--- config.mk ---
export PLATFORM = sky130hd
export DESIGN_NAME = nested_irq_ctrl
export DESIGN_NICKNAME = d
export VERILOG_FILES = /design/src/rtl/nic_pkg.sv /design/src/rtl/nic_regs.sv /design/src/rtl/nic_arbiter.sv /design/src/rtl/nic_isr_stack.sv /design/src/rtl/nested_irq_ctrl.sv
export SDC_FILE = /design/constraint.sdc
export NUM_CORES = 1
export LEC_CHECK = 0
export ABC_AREA = 1
export BUFFER_PORTS_ARGS = -buffer_cell sky130_fd_sc_hd__buf_4
export CORE_UTILIZATION = 45
export CTS_BUF_LIST = sky130_fd_sc_hd__clkbuf_16
export CTS_CLUSTER_DIAMETER = 60
export CTS_CLUSTER_SIZE = 30
export DETAILED_ROUTE_END_ITERATION = 10
export GPL_TIMING_DRIVEN = 1
export HOLD_SLACK_MARGIN = 0.06
export PLACE_DENSITY = 0.66
export SETUP_SLACK_MARGIN = 0.15
export SLEW_MARGIN = 20
export SYNTH_ARGS = -nofsm -noshare
export SYNTH_HDL_FRONTEND = slang
export SYNTH_SLANG_ARGS = --single-unit
--- constraint.sdc ---
create_clock -name clk -period 1.8 [get_ports clk]
set_input_delay 0.09 -clock clk [delete_from_list [all_inputs] [get_ports clk]]
set_output_delay 0.09 -clock clk [all_outputs]
set_load 0.005 [all_outputs]
--- src/rtl/nic_pkg.sv ---
package nic_pkg;
  localparam int LVL_N = 4;
  localparam int LVL_W = 2;
  typedef logic [LVL_W-1:0] lvl_t;

  localparam logic [2:0] A_ENABLE = 3'd0;
  localparam logic [2:0] A_GLOBAL = 3'd1;
  localparam logic [2:0] A_PRIO_L = 3'd2;
  localparam logic [2:0] A_PRIO_H = 3'd3;
  localparam logic [2:0] A_INSERV = 3'd4;
endpackage

--- src/rtl/nic_regs.sv ---
module nic_regs
  import nic_pkg::*;
#(
  parameter int NSRC   = 8,
  parameter int DATA_W = 8,
  parameter int ADDR_W = 3
) (
  input  logic              clk,
  input  logic              rst_n,
  input  logic              wr_en,
  input  logic [ADDR_W-1:0] addr,
  input  logic [DATA_W-1:0] wdata,
  input  logic [LVL_N-1:0]  isr,
  output logic [DATA_W-1:0] rdata,
  output logic [NSRC-1:0]   en_q,
  output logic              gie_q,
  output logic [NSRC-1:0]   plo_q,
  output logic [NSRC-1:0]   phi_q
);
  logic [NSRC-1:0] en_d, plo_d, phi_d;
  logic            gie_d;

  always_comb begin
    en_d  = en_q;
    gie_d = gie_q;
    plo_d = plo_q;
    phi_d = phi_q;
    if (wr_en) begin
      case (addr)
        ADDR_W'(A_ENABLE): en_d  = wdata[NSRC-1:0];
        ADDR_W'(A_GLOBAL): gie_d = wdata[0];
        ADDR_W'(A_PRIO_L): plo_d = wdata[NSRC-1:0];
        ADDR_W'(A_PRIO_H): phi_d = wdata[NSRC-1:0];
        default: ;
      endcase
    end
  end

  always_ff @(posedge clk or negedge rst_n) begin
    if (!rst_n) begin
      en_q  <= '0;
      gie_q <= 1'b0;
      plo_q <= '0;
      phi_q <= '0;
    end else if (wr_en) begin
      en_q  <= en_d;
      gie_q <= gie_d;
      plo_q <= plo_d;
      phi_q <= phi_d;
    end
  end

  always_comb begin
    rdata = '0;
    case (addr)
      ADDR_W'(A_ENABLE): rdata[NSRC-1:0]  = en_q;
      ADDR_W'(A_GLOBAL): rdata[0]         = gie_q;
      ADDR_W'(A_PRIO_L): rdata[NSRC-1:0]  = plo_q;
      ADDR_W'(A_PRIO_H): rdata[NSRC-1:0]  = phi_q;
      ADDR_W'(A_INSERV): rdata[LVL_N-1:0] = isr;
      default: ;
    endcase
  end
endmodule

--- src/rtl/nic_arbiter.sv ---
module nic_arbiter
  import nic_pkg::*;
#(
  parameter int NSRC  = 8,
  parameter int IDX_W = $clog2(NSRC)
) (
  input  logic             clk,
  input  logic             rst_n,
  input  logic [NSRC-1:0]  elig,
  input  logic [NSRC-1:0]  plo,
  input  logic [NSRC-1:0]  phi,
  input  logic             isr_any,
  input  lvl_t             top_lvl,
  output logic             win_valid,
  output logic [IDX_W-1:0] win_idx,
  output lvl_t             win_lvl
);
  logic [NSRC-1:0] cand [LVL_N];
  logic [LVL_N-1:0] lvl_hit;

  for (genvar l = 0; l < LVL_N; l++) begin : g_lvl
    logic allowed;
    assign allowed = !isr_any || (lvl_t'(l) > top_lvl);
    for (genvar i = 0; i < NSRC; i++) begin : g_src
      assign cand[l][i] = allowed && elig[i] && ({phi[i], plo[i]} == lvl_t'(l));
    end
    assign lvl_hit[l] = |cand[l];
  end

  always_comb begin
    win_lvl = '0;
    for (int l = 0; l < LVL_N; l++) begin
      if (lvl_hit[l]) win_lvl = lvl_t'(l);
    end
  end

  always_comb begin
    win_idx = '0;
    for (int i = NSRC - 1; i >= 0; i--) begin
      if (cand[win_lvl][i]) win_idx = IDX_W'(i);
    end
  end

  assign win_valid = |lvl_hit;


  win_enabled_chk: assert property (@(posedge clk) disable iff (!rst_n)
    win_valid |-> elig[win_idx]);


  win_above_top_chk: assert property (@(posedge clk) disable iff (!rst_n)
    (win_valid && isr_any) |-> (win_lvl > top_lvl));
endmodule

--- src/rtl/nic_isr_stack.sv ---
module nic_isr_stack
  import nic_pkg::*;
(
  input  logic             clk,
  input  logic             rst_n,
  input  logic             push,
  input  lvl_t             push_lvl,
  input  logic             pop,
  output logic [LVL_N-1:0] isr_q,
  output logic             isr_any,
  output lvl_t             top_lvl
);
  logic [LVL_N-1:0] isr_d, top_oh, push_oh;

  always_comb begin
    top_lvl = '0;
    top_oh  = '0;
    for (int l = 0; l < LVL_N; l++) begin
      if (isr_q[l]) begin
        top_lvl = lvl_t'(l);
        top_oh  = LVL_N'(1) << l;
      end
    end
  end

  assign isr_any = |isr_q;
  assign push_oh = push ? (LVL_N'(1) << push_lvl) : '0;

  always_comb begin
    isr_d = isr_q;
    if (pop) isr_d = isr_d & ~top_oh;
    isr_d = isr_d | push_oh;
  end

  always_ff @(posedge clk or negedge rst_n) begin
    if (!rst_n)          isr_q <= '0;
    else if (push || pop) isr_q <= isr_d;
  end


  pop_one_chk: assert property (@(posedge clk) disable iff (!rst_n)
    (pop && !push && isr_any) |=> ($countones(isr_q) + 1 == $countones($past(isr_q))));


  pop_empty_chk: assert property (@(posedge clk) disable iff (!rst_n)
    (pop && !push && !isr_any) |=> (isr_q == '0));
endmodule

--- src/rtl/nested_irq_ctrl.sv ---
module nested_irq_ctrl
  import nic_pkg::*;
#(
  parameter int NSRC   = 8,
  parameter int DATA_W = 8,
  parameter int ADDR_W = 3,
  localparam int IDX_W = $clog2(NSRC)
) (
  input  logic              clk,
  input  logic              rst_n,
  input  logic              wr_en,
  input  logic [ADDR_W-1:0] addr,
  input  logic [DATA_W-1:0] wdata,
  output logic [DATA_W-1:0] rdata,
  input  logic [NSRC-1:0]   irq_src,
  input  logic              insn_start,
  input  logic              vec_ack,
  input  logic              reti,
  output logic              vec_req,
  output logic [IDX_W-1:0]  vec_idx
);
  logic [1:0] rst_sync;
  logic       rst_n_s;

  always_ff @(posedge clk or negedge rst_n) begin
    if (!rst_n) rst_sync <= 2'b00;
    else        rst_sync <= {rst_sync[0], 1'b1};
  end
  assign rst_n_s = rst_sync[1];

  logic [NSRC-1:0]  en_q, plo_q, phi_q, elig;
  logic             gie_q;
  logic [LVL_N-1:0] isr_q;
  logic             isr_any, win_valid;
  lvl_t             top_lvl, win_lvl;
  logic [IDX_W-1:0] win_idx;

  nic_regs #(.NSRC(NSRC), .DATA_W(DATA_W), .ADDR_W(ADDR_W)) u_regs (
    .clk(clk), .rst_n(rst_n_s), .wr_en(wr_en), .addr(addr), .wdata(wdata),
    .isr(isr_q), .rdata(rdata), .en_q(en_q), .gie_q(gie_q),
    .plo_q(plo_q), .phi_q(phi_q));

  assign elig = irq_src & en_q & {NSRC{gie_q}};

  nic_arbiter #(.NSRC(NSRC)) u_arb (
    .clk(clk), .rst_n(rst_n_s), .elig(elig), .plo(plo_q), .phi(phi_q),
    .isr_any(isr_any), .top_lvl(top_lvl),
    .win_valid(win_valid), .win_idx(win_idx), .win_lvl(win_lvl));

  logic             req_q, req_d, vec_ld, vec_clr;
  logic [IDX_W-1:0] idx_q, idx_d;
  lvl_t             lvl_q, lvl_d;

  assign vec_clr = req_q && vec_ack;
  assign vec_ld  = !req_q && insn_start && win_valid;

  always_comb begin
    req_d = req_q;
    idx_d = idx_q;
    lvl_d = lvl_q;
    if (vec_clr) begin
      req_d = 1'b0;
    end else if (vec_ld) begin
      req_d = 1'b1;
      idx_d = win_idx;
      lvl_d = win_lvl;
    end
  end

  always_ff @(posedge clk or negedge rst_n_s) begin
    if (!rst_n_s) begin
      req_q <= 1'b0;
      idx_q <= '0;
      lvl_q <= '0;
    end else if (vec_clr || vec_ld) begin
      req_q <= req_d;
      idx_q <= idx_d;
      lvl_q <= lvl_d;
    end
  end

  nic_isr_stack u_isr (
    .clk(clk), .rst_n(rst_n_s), .push(vec_clr), .push_lvl(lvl_q), .pop(reti),
    .isr_q(isr_q), .isr_any(isr_any), .top_lvl(top_lvl));

  assign vec_req = req_q;
  assign vec_idx = idx_q;


  vec_hold_chk: assert property (@(posedge clk) disable iff (!rst_n_s)
    (vec_req && !vec_ack) |=> (vec_req && $stable(vec_idx)));


  grant_gie_chk: assert property (@(posedge clk) disable iff (!rst_n_s)
    $rose(vec_req) |-> $past(gie_q));


  grant_boundary_chk: assert property (@(posedge clk) disable iff (!rst_n_s)
    $rose(vec_req) |-> $past(insn_start));


  grant_nest_chk: assert property (@(posedge clk) disable iff (!rst_n_s)
    $rose(vec_req) |-> (!$past(isr_any) || (lvl_q > $past(top_lvl))));
endmodule

==> results of run 1 <==
[cell usage in the layout (no fill, tap or decap), types with 2 or more instances in the layout]
cell type                         n
sky130_fd_sc_hd__buf_4          124
sky130_fd_sc_hd__nand2_1         92
sky130_fd_sc_hd__inv_1           53
sky130_fd_sc_hd__nor2_1          40
sky130_fd_sc_hd__o21ai_0         38
sky130_fd_sc_hd__dfrtp_1         36
sky130_fd_sc_hd__nand3_1         23
sky130_fd_sc_hd__nand4_1         17
sky130_fd_sc_hd__nand3_2         10
sky130_fd_sc_hd__nor2_2          10
sky130_fd_sc_hd__o21ai_1          8
sky130_fd_sc_hd__inv_2            8
sky130_fd_sc_hd__nor2_4           6
sky130_fd_sc_hd__buf_6            6
sky130_fd_sc_hd__a21oi_1          5
sky130_fd_sc_hd__o221ai_1         5
sky130_fd_sc_hd__nand2_2          5
sky130_fd_sc_hd__clkbuf_16        5
sky130_fd_sc_hd__o22ai_1          3
sky130_fd_sc_hd__a21oi_2          3
sky130_fd_sc_hd__nand2_4          3
sky130_fd_sc_hd__o21ai_2          3
sky130_fd_sc_hd__dlygate4sd3_1    3
sky130_fd_sc_hd__nor4_1           2
[what timing repair did]
| action | in CTS | in global routing |
|---|---|---|
| resized for setup | 23 | 16 |
| setup endpoints to repair | 7 | 8 |
| pin swaps | 4 | 8 |
| buffers inserted | 2 | 2 |
| hold buffers | 3 | 0 |
| endpoints found under the hold margin | 4 | 0 |
[logic make-up after synthesis]
group	synth area share, %
flops	34.9
other cells	0.142
simple gates	38.4
compound gates	14.9
buf+inv	11.7
[worst max-delay path: cells and delay by family (launching register included)]
kind,cells,cell delay (ps)
DFF,1,420
buffers and inverters,3,380
and+or+nand+nor,15,1240
[power breakdown]
group          internal (uW)  switching, uW  total [uW]
Combinational            868            948        1820
Sequential              1020            187        1210
Clock                    495            315         810
[metrics by stage]
stage	hold slack, ps	TNS (ps)	instance area [um^2]	setup WS [ps]
floorplan	-206	-234	2680	-91.8
global placement	-127	-1620	3670	-389
detailed placement	-127	-1680	3670	-393
CTS	107	-1360	3930	-322
global route	128	-2060	3990	-537
finish	103	-1230	3990	-348
[layout make-up]
class | instances | area, um^2 | area share (%)
clock buffers | 5 | 125 | 3.13
well taps | 72 | 90.1 | 2.26
inverters | 63 | 245 | 6.14
flip-flops and latches | 37 | 927 | 23.2
repair buffers | 134 | 1050 | 26.3
clock inverters | 2 | 7.51 | 0.188
multi-input cells | 285 | 1550 | 38.8
[worst max path at each step]
stage	depth (start not counted)	endpoint	slack, ps
2_1_floorplan	18	vec_idx[1]	-90
3_3_place_gp	18	vec_idx[1]	-390
3_5_place_dp	18	vec_idx[1]	-390
4_1_cts	19	vec_idx[1]	-320
5_1_grt	18	vec_idx[1]	-540
6_report	18	vec_idx[1]	-350
[state kept, by name, summed over array words and instances (netlist names)]
register and count:
u_regs.plo_q 8, vec_idx 3, u_regs.phi_q 8, u_regs.gie_q 1
lvl_q 2, u_isr.isr_q 4, vec_req 1, rst_sync 2
u_regs.en_q 8
[per-layer routing]
metal	vias up	wire (um)	GRT usage, %
met4	0	98	6.85
met1	1433	3890	39.4
met3	14	513	4.94
li1	1550	-	-
met2	95	3950	47.1
met5	-	0	0
==> results.txt, run 1 <==
----------------------------------------------------
[Timing]
  Share of the clock period used by the worst path after layout ... 119%
  Post-route minimum period ... 2150 ps
  Final setup vio count ... 6
  Fmax achieved ... 0.465 GHz
  Worst slew margin relative to its limit ... 63.7%
  Crit path setup slack, layout ... -348 ps
  Actual transition at the worst max-transition pin ... 543 ps
  Clock skew after layout ... 3.78 ps
  RSZ-0062 raised after global routing ... yes
  Number of hold violations in the final report ... 0
  Max-slew violations ... 0

[Setup path]
  Setup slack of the worst register-to-register path ... -350 ps
  Crit path cell chain ... nor2_4, buf_6, nand2_1, nor2_2, buf_4, nor2_2, nand2_1, nor2_2, nand2_4, nand2_8, clkinv_2, nand2_1, nand3_1, nand3_2, nor2_4, nand2_1, nand2_1, nand2_1
  Endpoint kind of the worst setup timing path ... flip-flop
  Most frequent CP cell ... sky130_fd_sc_hd__nand2_1
  Critical path peak fanout ... 12
  Slowest CP cell ... sky130_fd_sc_hd__dfrtp_1
  Type of the worst setup path ... reg2reg
  End of the worst register-to-register path ... vec_idx[1]
  Data required time of the critical path ... 1970 ps
  CP startpoint ... u_isr.isr_q[3]
  R2R depth ... 18
  Delay of the slowest cell on the worst path ... 420 ps
  Kind of launch point of the worst setup path ... flip-flop
  Beginning of the worst register-to-register path ... u_isr.isr_q[3]
  Worst endpoint data arrival time ... 2320 ps

[Worst hold path]
  Hold path depth ... 3
  Worst hold-check path type ... in2reg
  Hold path endpoint ... u_regs.en_q[4]
  Origin of the worst min-delay path ... wdata[4]

[Floorplan]
  Standard cell core area ... 5610 um^2
  IO Pins ... 37
  Die H ... 78.7 um
  Number of placement rows ... 27
  Die boundary width ... 78.7 um
  Die Footprint ... 6200 um^2
  Starting density of the core ... 47.3%

[Synthesis]
  Area share of the largest cell type after synthesis ... 34.9%
  Gate Count Post-Synth ... 394
  Mapped Area ... 2650 um^2
  Synth cell types ... 31
  Synth cell count leaders ... 96 x sky130_fd_sc_hd__nand2_1, 54 x sky130_fd_sc_hd__inv_1, 48 x sky130_fd_sc_hd__nor2_1
  Post-Synthesis Net Count ... 419
  Most area-hungry cell type in the Yosys netlist ... sky130_fd_sc_hd__dfrtp_1
  Warnings, synthesis ... 0
  Mapped Avg Cell Area ... 6.73 um^2
  Portion of the post-synthesis area used by sequential elements ... 34.9%
  Top flip-flop cell by instance count after synthesis ... sky130_fd_sc_hd__dfrtp_1
  Total of flip-flops plus latches after synthesis ... 37
  Count leader, synth ... sky130_fd_sc_hd__nand2_1
  Share of synthesized flip-flops with an asynchronous set or reset ... 100%
  Number of flops mapped to enable cells by yosys ... 0
  Dominant cells by area after synthesis ... sky130_fd_sc_hd__dfrtp_1 35%, sky130_fd_sc_hd__nand2_1 14%, sky130_fd_sc_hd__o21ai_0 8.5%, sky130_fd_sc_hd__inv_1 7.6%, sky130_fd_sc_hd__nor2_1 6.8%

[Finish]
  Final standard cell count with taps included and fillers excluded ... 598
  Layout fillers ... 490
  # diodes ... 0
  Layout area overhead ... 50.7%
  Share of layout cells above drive strength 1 ... 37.1%
  Utilization of the core after routing ... 71.2%
  Number of nets at the end of the flow ... 551

[GRT]
  First-pass GRT wire length ... 13,700 um
  Pin count of the biggest net entering global routing ... 36
  Antenna violations before repair ... 0
  Residual overflow from global routing ... 0
  Tot GR Track Use ... 28.7%
  Via count of the first global-routing pass ... 2,873

[Route]
  Post-route DRC violation count ... 0
  Vias ... 3,092
  Final ANT Viol Nets ... 0
  Vias per Instance ... 5.17
  Final routed wirelength across all metal layers ... 8450 um
  Wirelength per Cell ... 14.1 um
  Pre-Repair DR Iteration Count ... 5
  Number of DRC violations after detailed-routing iteration 0 ... 216

[Outcome]
  Status ... finished, violations left
  Violations in the final reports ... negative setup slack

[Clock tree]
  Clock latency of the later-clocked register in the worst-skew pair ... 280 ps
  Clock Root Buffer ... sky130_fd_sc_hd__clkbuf_16
  Reg clk slew, reported paths ... 60 ps
  Maximum count of clock buffers along a single path ... 2
  TritonCTS Buffers ... 5
  Clock tree from TritonCTS ... yes
  Clock tree sinks ... 37
  H-tree lvl count ... 2

[Power and ir drop]
  IR Drop Worst-Case VDD ... 0.000661 V
  Leakage power summed over all cells ... 0.00211 uW
  Pwr dens ... 961 nW/um^2
  Total power ... 3840 uW

[Place]
  Number of instances in the placed design ... 584
  Final GP Congestion ... 0.894
  Count of buffers from port buffering ... 36
  Dpl hpwl ... 6660 um

[Flow run]
  Max-cap violations ... 0

----------------------------------------------------
(Power assumes the default switching activity.)
==> run 2: changes to the inputs <==
- MAX_ROUTING_LAYER: default -> met4
==> run 2 against run 1 <==
Effect of this change:
- the run still ends with negative setup slack left
- register-to-register slack barely moved
- wire length rose by 2.7%
- combinational power rose by 4%
- global-route usage increased by 0.22 points
- setup slack better by 2.6 ps
- clock skew grew 0.63 ps
- maximum frequency up 0.12%
- critical path depth unchanged
- critical path type unchanged
- largest cell class unchanged
==> results.txt, run 2 (synthesized netlist as in run 1, its figures left out) <==
----------------------------------------------------
[Outcome]
  Status ... finished, violations left
  Violations in the final reports ... negative setup slack

[Route]
  Post-route DRC violation count ... 0 (unchanged)
  Vias per Instance ... 5.09 (-1.5%)
  Wirelength per Cell ... 14.3 um (+1.2%)
  Vias ... 3,091 (-0.032%)
  Final ANT Viol Nets ... 0 (unchanged)
  Final routed wirelength across all metal layers ... 8670 um (+2.7%)
  Pre-Repair DR Iteration Count ... 4 (-1)
  Number of DRC violations after detailed-routing iteration 0 ... 208 (-3.7%)

[Setup path]
  Worst endpoint data arrival time ... 2370 ps (+50 ps)
  Delay-heaviest family, CP ... simple AND/OR/NAND/NOR gates
  Count of buffering cells on the critical path with inverters included ... 4 (+1)
  Critical path peak fanout ... 8 (-4)
  Data required time of the critical path ... 2020 ps (+50 ps)
  Kind of launch point of the worst setup path ... flip-flop
  Type of the worst setup path ... reg2reg
  Endpoint kind of the worst setup timing path ... flip-flop
  Setup slack of the worst register-to-register path ... -350 ps (about the same)
  Crit path cell chain ... buf_6, inv_8, nand2_8, nor2_8, buf_12, nand3_4, nand2_4, nor2_4, nand2_4, nand2_4, nand2_8, buf_6, nor2_1, o22ai_1, nand2_1, nor2_2, nand2_1, nand2_1
  End of the worst register-to-register path ... vec_idx[2]
  Slowest CP cell ... sky130_fd_sc_hd__dfrtp_2
  Delay of the slowest cell on the worst path ... 420 ps (about the same)
  Beginning of the worst register-to-register path ... u_isr.isr_q[3]
  R2R depth ... 18 (unchanged)

[GRT]
  Via count of the first global-routing pass ... 2,781 (-3.2%)
  Tot GR Track Use ... 29.0% (+0.22 points)
  First-pass GRT wire length ... 13,500 um (-1.7%)
  Residual overflow from global routing ... 0 (unchanged)
  Pin count of the biggest net entering global routing ... 36 (unchanged)
  Antenna violations before repair ... 0 (unchanged)

[Finish]
  Layout area overhead ... 57.0%
  # diodes ... 0 (unchanged)
  Leading cell type in the layout, fill and taps excluded ... sky130_fd_sc_hd__buf_4
  Largest registers ... u_regs.en_q (8), u_regs.phi_q (8), u_regs.plo_q (8)
  Final standard cell count with taps included and fillers excluded ... 607 (+1.5%)
  Share of layout cells above drive strength 1 ... 39.4% (+2.4 points)
  Layout fillers ... 470 (-4.1%)
  Number of nets at the end of the flow ... 560 (+1.6%)
  Commonest non-fill, non-tap cells in the layout ... 126 x sky130_fd_sc_hd__buf_4, 88 x sky130_fd_sc_hd__nand2_1, 53 x sky130_fd_sc_hd__inv_1

[Timing]
  Max-slew violations ... 0 (unchanged)
  Clock skew after layout ... 4.41 ps (+0.627 ps)
  Share of the clock period used by the worst path after layout ... 119% (-0.14 points)
  Fmax achieved ... 0.466 GHz (+0.12%)
  RSZ-0062 raised after global routing ... yes
  Post-route minimum period ... 2150 ps (-2.57 ps)
  Crit path setup slack, layout ... -346 ps (+2.57 ps)
  Number of hold violations in the final report ... 0 (unchanged)
  Final setup vio count ... 6 (unchanged)

[Floorplan]
  Standard cell core area ... 5610 um^2 (unchanged)
  Starting density of the core ... 47.3% (unchanged)
  Die H ... 78.7 um (unchanged)
  Die Footprint ... 6200 um^2 (unchanged)
  IO Pins ... 37 (unchanged)
  Die boundary width ... 78.7 um (unchanged)
  Number of placement rows ... 27 (unchanged)

[Place]
  Number of instances in the placed design ... 577 (-1.2%)
  Final GP Congestion ... 0.917 (+2.5%)
  Count of buffers from port buffering ... 36 (unchanged)
  Dpl hpwl ... 6520 um (-2.1%)

[Clock tree]
  Maximum count of clock buffers along a single path ... 2 (unchanged)
  Clock Root Buffer ... sky130_fd_sc_hd__clkbuf_16
  Clock tree sinks ... 37 (unchanged)
  TritonCTS Buffers ... 5 (unchanged)
  Clock tree from TritonCTS ... yes
  H-tree lvl count ... 2 (unchanged)
  Clock latency of the later-clocked register in the worst-skew pair ... 280 ps (about the same)
  Reg clk slew, reported paths ... 60 ps (about the same)

[Power and ir drop]
  Leakage power summed over all cells ... 0.00217 uW (+2.5%)
  Pwr dens ... 946 nW/um^2 (-1.5%)
  IR Drop Worst-Case VDD ... 0.000643 V (-2.8%)
  Total power ... 3940 uW (+2.6%)

[Worst hold path]
  Hold path depth ... 3 (unchanged)
  Hold path endpoint ... u_regs.phi_q[7]
  Origin of the worst min-delay path ... wdata[7]
  Worst hold-check path type ... in2reg

[Flow run]
  Max-cap violations ... 0 (unchanged)

----------------------------------------------------
run 2: cell types whose count changed in the layout (fill, tap and decap cells not counted), sizes merged:
cell	previous run	this run
inv	62	63
clkinv	3	2
buf	131	140
run 2: layout make-up:
class                           instances  area [um^2]  share of cell area, %
Multi-Input combinational cell        285         1610                   38.7
Timing Repair Buffer                  143         1140                   27.5
Sequential cell                        37          928                   22.3
Inverter                               63          254                   6.10
Clock buffer                            5          125                   3.01
Tap cell                               72         90.1                   2.16
Clock inverter                          2         7.51                  0.180
run 2: stage by stage:
| step | setup TNS (ps) | area, um^2 | setup slack (ps) | utilization, % | hold slack, ps |
|---|---|---|---|---|---|
| detailed placement | -1740 | 3620 | -389 | 64.5 | -127 |
| CTS | -1250 | 3900 | -288 | 69.6 | 103 |
| finish | -1740 | 4160 | -346 | 74.2 | 95.8 |
| floorplan | -234 | 2680 | -91.8 | - | -206 |
| global placement | -1790 | 3620 | -380 | 64.5 | -127 |
| global route | -2540 | 4160 | -497 | 74.2 | 107 |
run 2: report_power, final:
part,internal [uW],switching [uW],total (uW)
registers,1020,195,1220
clock network,495,323,818
logic,912,988,1900
run 2: worst register-to-register path: stages (launching register included):
cell,delay (ps)
sky130_fd_sc_hd__dfrtp_2,420
sky130_fd_sc_hd__buf_6,150
sky130_fd_sc_hd__inv_8,70
sky130_fd_sc_hd__nand2_8,60
sky130_fd_sc_hd__nor2_8,90
sky130_fd_sc_hd__buf_12,150
sky130_fd_sc_hd__nand3_4,110
sky130_fd_sc_hd__nand2_4,90
sky130_fd_sc_hd__nor2_4,50
sky130_fd_sc_hd__nand2_4,70
sky130_fd_sc_hd__nand2_4,70
sky130_fd_sc_hd__nand2_8,110
sky130_fd_sc_hd__buf_6,120
sky130_fd_sc_hd__nor2_1,40
sky130_fd_sc_hd__o22ai_1,140
sky130_fd_sc_hd__nand2_1,100
sky130_fd_sc_hd__nor2_2,130
sky130_fd_sc_hd__nand2_1,60
sky130_fd_sc_hd__nand2_1,60
run 2: layer usage:
| metal | share of wire, % | up-vias | global-route usage (%) |
|---|---|---|---|
| li1 | - | 1573 | - |
| met1 | 47 | 1431 | 40.8 |
| met2 | 47 | 79 | 43.6 |
| met3 | 4.1 | 8 | 4.60 |
| met4 | 1.2 | 0 | 7.04 |
| met5 | 0 | - | - |
run 2: worst max path at each step:
stage	to	depth (start not counted)	slack, ps	from
finish	vec_idx[2]	18	-350	u_isr.isr_q[3]
global route	vec_idx[0]	17	-500	u_regs.gie_q
CTS	vec_idx[1]	17	-290	u_isr.isr_q[3]
global placement	vec_idx[1]	17	-380	u_isr.isr_q[3]
detailed placement	vec_idx[1]	17	-390	u_isr.isr_q[3]
floorplan	vec_idx[1]	18	-90	u_isr.isr_q[3]
run 2: repair_timing:
| action | in CTS | in global routing |
|---|---|---|
| hold endpoints to repair | 4 | 0 |
| hold buffers | 3 | 0 |
| cloned | 0 | 1 |
| endpoints found under the setup margin | 7 | 7 |
| buffers inserted | 5 | 14 |
| pin swaps | 8 | 22 |
| gates resized for setup | 25 | 42 |
==> run 3: changes to the inputs <==
- CORE_ASPECT_RATIO: default -> 2
==> run 3 against run 2 <==
Effect of this change:
- the flow still finishes with violations (negative setup slack)
- clock power up 21%
- sequential power about the same
- combinational power up 4%
- clock skew down 1.4 ps
- wire length up 4.4%
- largest power group unchanged
- highest routed layer unchanged
==> results.txt, run 3 (synthesized netlist as in run 1, its figures left out) <==
----------------------------------------------------
[Place]
  Number of instances in the placed design ... 577 (unchanged)
  Final GP Congestion ... 0.954 (+4.0%)
  Count of buffers from port buffering ... 36 (unchanged)
  Dpl hpwl ... 6940 um (+6.4%)

[GRT]
  Antenna violations before repair ... 0 (unchanged)
  Tot GR Track Use ... 30.8% (+1.8 points)
  Via count of the first global-routing pass ... 3,140 (+13%)
  First-pass GRT wire length ... 14,500 um (+7.8%)
  Pin count of the biggest net entering global routing ... 36 (unchanged)
  Residual overflow from global routing ... 0 (unchanged)

[Finish]
  Share of layout cells above drive strength 1 ... 42.5% (+3.1 points)
  Leading cell type in the layout, fill and taps excluded ... sky130_fd_sc_hd__buf_4
  Commonest non-fill, non-tap cells in the layout ... 138 x sky130_fd_sc_hd__buf_4, 84 x sky130_fd_sc_hd__nand2_1, 54 x sky130_fd_sc_hd__inv_1
  # diodes ... 0 (unchanged)
  Number of nets at the end of the flow ... 567 (+1.3%)
  Layout area overhead ... 60.6%
  Largest registers ... u_regs.en_q (8), u_regs.phi_q (8), u_regs.plo_q (8)
  Final standard cell count with taps included and fillers excluded ... 604 (-0.49%)

[Route]
  Wirelength per Cell ... 15.0 um (+4.9%)
  Post-route DRC violation count ... 0 (unchanged)
  Final routed wirelength across all metal layers ... 9050 um (+4.4%)
  Vias ... 3,156 (+2.1%)
  Final ANT Viol Nets ... 0 (unchanged)
  Number of DRC violations after detailed-routing iteration 0 ... 141 (-32%)
  Pre-Repair DR Iteration Count ... 4 (unchanged)
  Vias per Instance ... 5.23 (+2.6%)

[Setup path]
  Setup slack of the worst register-to-register path ... -430 ps (-80 ps)
  Delay of the slowest cell on the worst path ... 450 ps (+30 ps)
  Data required time of the critical path ... 1970 ps (-50 ps)
  Count of buffering cells on the critical path with inverters included ... 2 (-2)
  Crit path cell chain ... inv_2, nand2_4, nor2_8, nand3_2, nand2_2, nor2_4, nand2_4, nand2_4, buf_4, nand3_1, nand2_1, nor2_2, nand3_2, nand2_1, nand2_1, nand2_1, nand2_1
  Critical path peak fanout ... 8 (unchanged)
  Kind of launch point of the worst setup path ... flip-flop
  Slowest CP cell ... sky130_fd_sc_hd__dfrtp_2
  Most frequent CP cell ... sky130_fd_sc_hd__nand2_1
  Worst endpoint data arrival time ... 2400 ps (+30 ps)
  Delay-heaviest family, CP ... simple AND/OR/NAND/NOR gates
  Type of the worst setup path ... reg2reg
  Endpoint kind of the worst setup timing path ... flip-flop

[Power and ir drop]
  Pwr dens ... 978 nW/um^2 (+3.4%)
  Relative contribution of the clock network to total power ... 23.7% (+2.9 points)
  NetSw ... 1530 uW (+1.8%)
  Combinational share of power ... 47.2% (-1.1 points)
  IR Drop Worst-Case VDD ... 0.000819 V (+27%)
  Internal cell power ... 2630 uW (+8.3%)
  Leakage power summed over all cells ... 0.00223 uW (+3.0%)
  Total power ... 4160 uW (+5.8%)
  Switching fraction of total power ... 36.8% (-1.4 points)
  Sequential power share ... 29.1% (-1.8 points)

[Timing]
  Actual transition at the worst max-transition pin ... 500 ps
  Post-route minimum period ... 2230 ps (+80.5 ps)
  Worst slew margin relative to its limit ... 66.6%
  Final setup vio count ... 6 (unchanged)
  Share of the clock period used by the worst path after layout ... 124% (+4.5 points)
  Clock skew after layout ... 3.00 ps (-1.40 ps)
  Number of hold violations in the final report ... 0 (unchanged)
  Fmax achieved ... 0.449 GHz (-3.6%)
  RSZ-0062 raised after global routing ... yes
  Max-slew violations ... 0 (unchanged)
  Crit path setup slack, layout ... -426 ps (-80.5 ps)

[Clock tree]
  Reg clk slew, reported paths ... 60 ps (about the same)
  TritonCTS Buffers ... 5 (unchanged)
  Clock tree from TritonCTS ... yes
  Clock tree sinks ... 37 (unchanged)
  Maximum count of clock buffers along a single path ... 2 (unchanged)
  H-tree lvl count ... 2 (unchanged)
  Clock Root Buffer ... sky130_fd_sc_hd__clkbuf_16
  Clock latency of the later-clocked register in the worst-skew pair ... 280 ps (about the same)

[Floorplan]
  IO Pins ... 37 (unchanged)
  Starting density of the core ... 46.4% (-0.84 points)
  Die H ... 111 um (+40%)
  Standard cell core area ... 5710 um^2 (+1.8%)
  Number of placement rows ... 39 (+44%)
  Die boundary width ... 56.3 um (-29%)
  Die Footprint ... 6220 um^2 (+0.30%)

[Worst hold path]
  Worst hold-check path type ... in2reg

[Flow run]
  Max-cap violations ... 0 (unchanged)

[Outcome]
  Status ... finished, violations left
  Violations in the final reports ... negative setup slack

----------------------------------------------------
[run 3: path summary, 6_finish.rpt]
| check | startpoint | endpoint | cells past startpoint |
|---|---|---|---|
| worst max-delay path | u_isr.isr_q[2] | vec_idx[1] | 17 |
| worst min-delay path | wdata[2] | u_regs.phi_q[2] | 3 |
| worst max register to register | u_isr.isr_q[2] | vec_idx[1] | 17 |
| worst min register to register | rst_sync[1] | u_regs.en_q[0] | 1 |
| max in group asynchronous | rst_sync[1] | u_isr.isr_q[2] | 1 |
| min in group asynchronous | rst_n | rst_sync[1] | 2 |
[run 3: cell type report]
class / count / area (um^2)
well taps: 61 / 76.3
inverters: 63 / 246
fillers: 459 / 1450
flip-flops and latches: 37 / 931
clock inverters: 3 / 42.5
repair buffers: 150 / 1210
multi-input cells: 285 / 1630
clock buffers: 5 / 125
[run 3: through the flow]
stage / hold WS [ps] / setup slack (ps) / instance area (um^2) / TNS [ps] / util [%]
global route: 107 / -615 / 4260 / -2790 / 74.6
finish: 100 / -426 / 4260 / -1880 / 74.6
detailed placement: -127 / -465 / 3710 / -2050 / 65.0
CTS: 99.7 / -350 / 4040 / -1490 / 70.7
global placement: -129 / -450 / 3710 / -1950 / 65.0
floorplan: -206 / -91.8 / 2680 / -234 / -
[run 3: what timing repair did]
action / 4_1_cts / 5_1_grt
hold buffers: 3 / 0
pin swaps: 20 / 37
endpoints found under the setup margin: 6 / 8
setup buffers: 4 / 10
gates resized for setup: 28 / 34
hold endpoints to repair: 4 / 0
cloned: 1 / 1
[run 3: power groups by stage]
stage / clock network (uW) / registers (uW) / logic, uW
2_1_floorplan: 0 / 1180 / 875
3_3_place_gp: 0 / 1200 / 1700
3_5_place_dp: 0 / 1210 / 1710
4_1_cts: 1000 / 1200 / 1800
5_1_grt: 1030 / 1230 / 2170
6_report: 988 / 1210 / 1970
[run 3: metal layers]
metal | track usage [%] | up-vias | share of wire (%)
li1 | - | 1585 | -
met1 | 33.4 | 1464 | 37
met2 | 53.3 | 73 | 55
met3 | 3.16 | 34 | 2.1
met4 | 17.1 | 0 | 5.5
met5 | - | - | 0
[run 3: tightest hold or removal path, delay by kind of cell]
| family | cells | cell delay (ps) |
|---|---|---|
| compound gates | 1 | 140 |
| buf+inv | 2 | 120 |
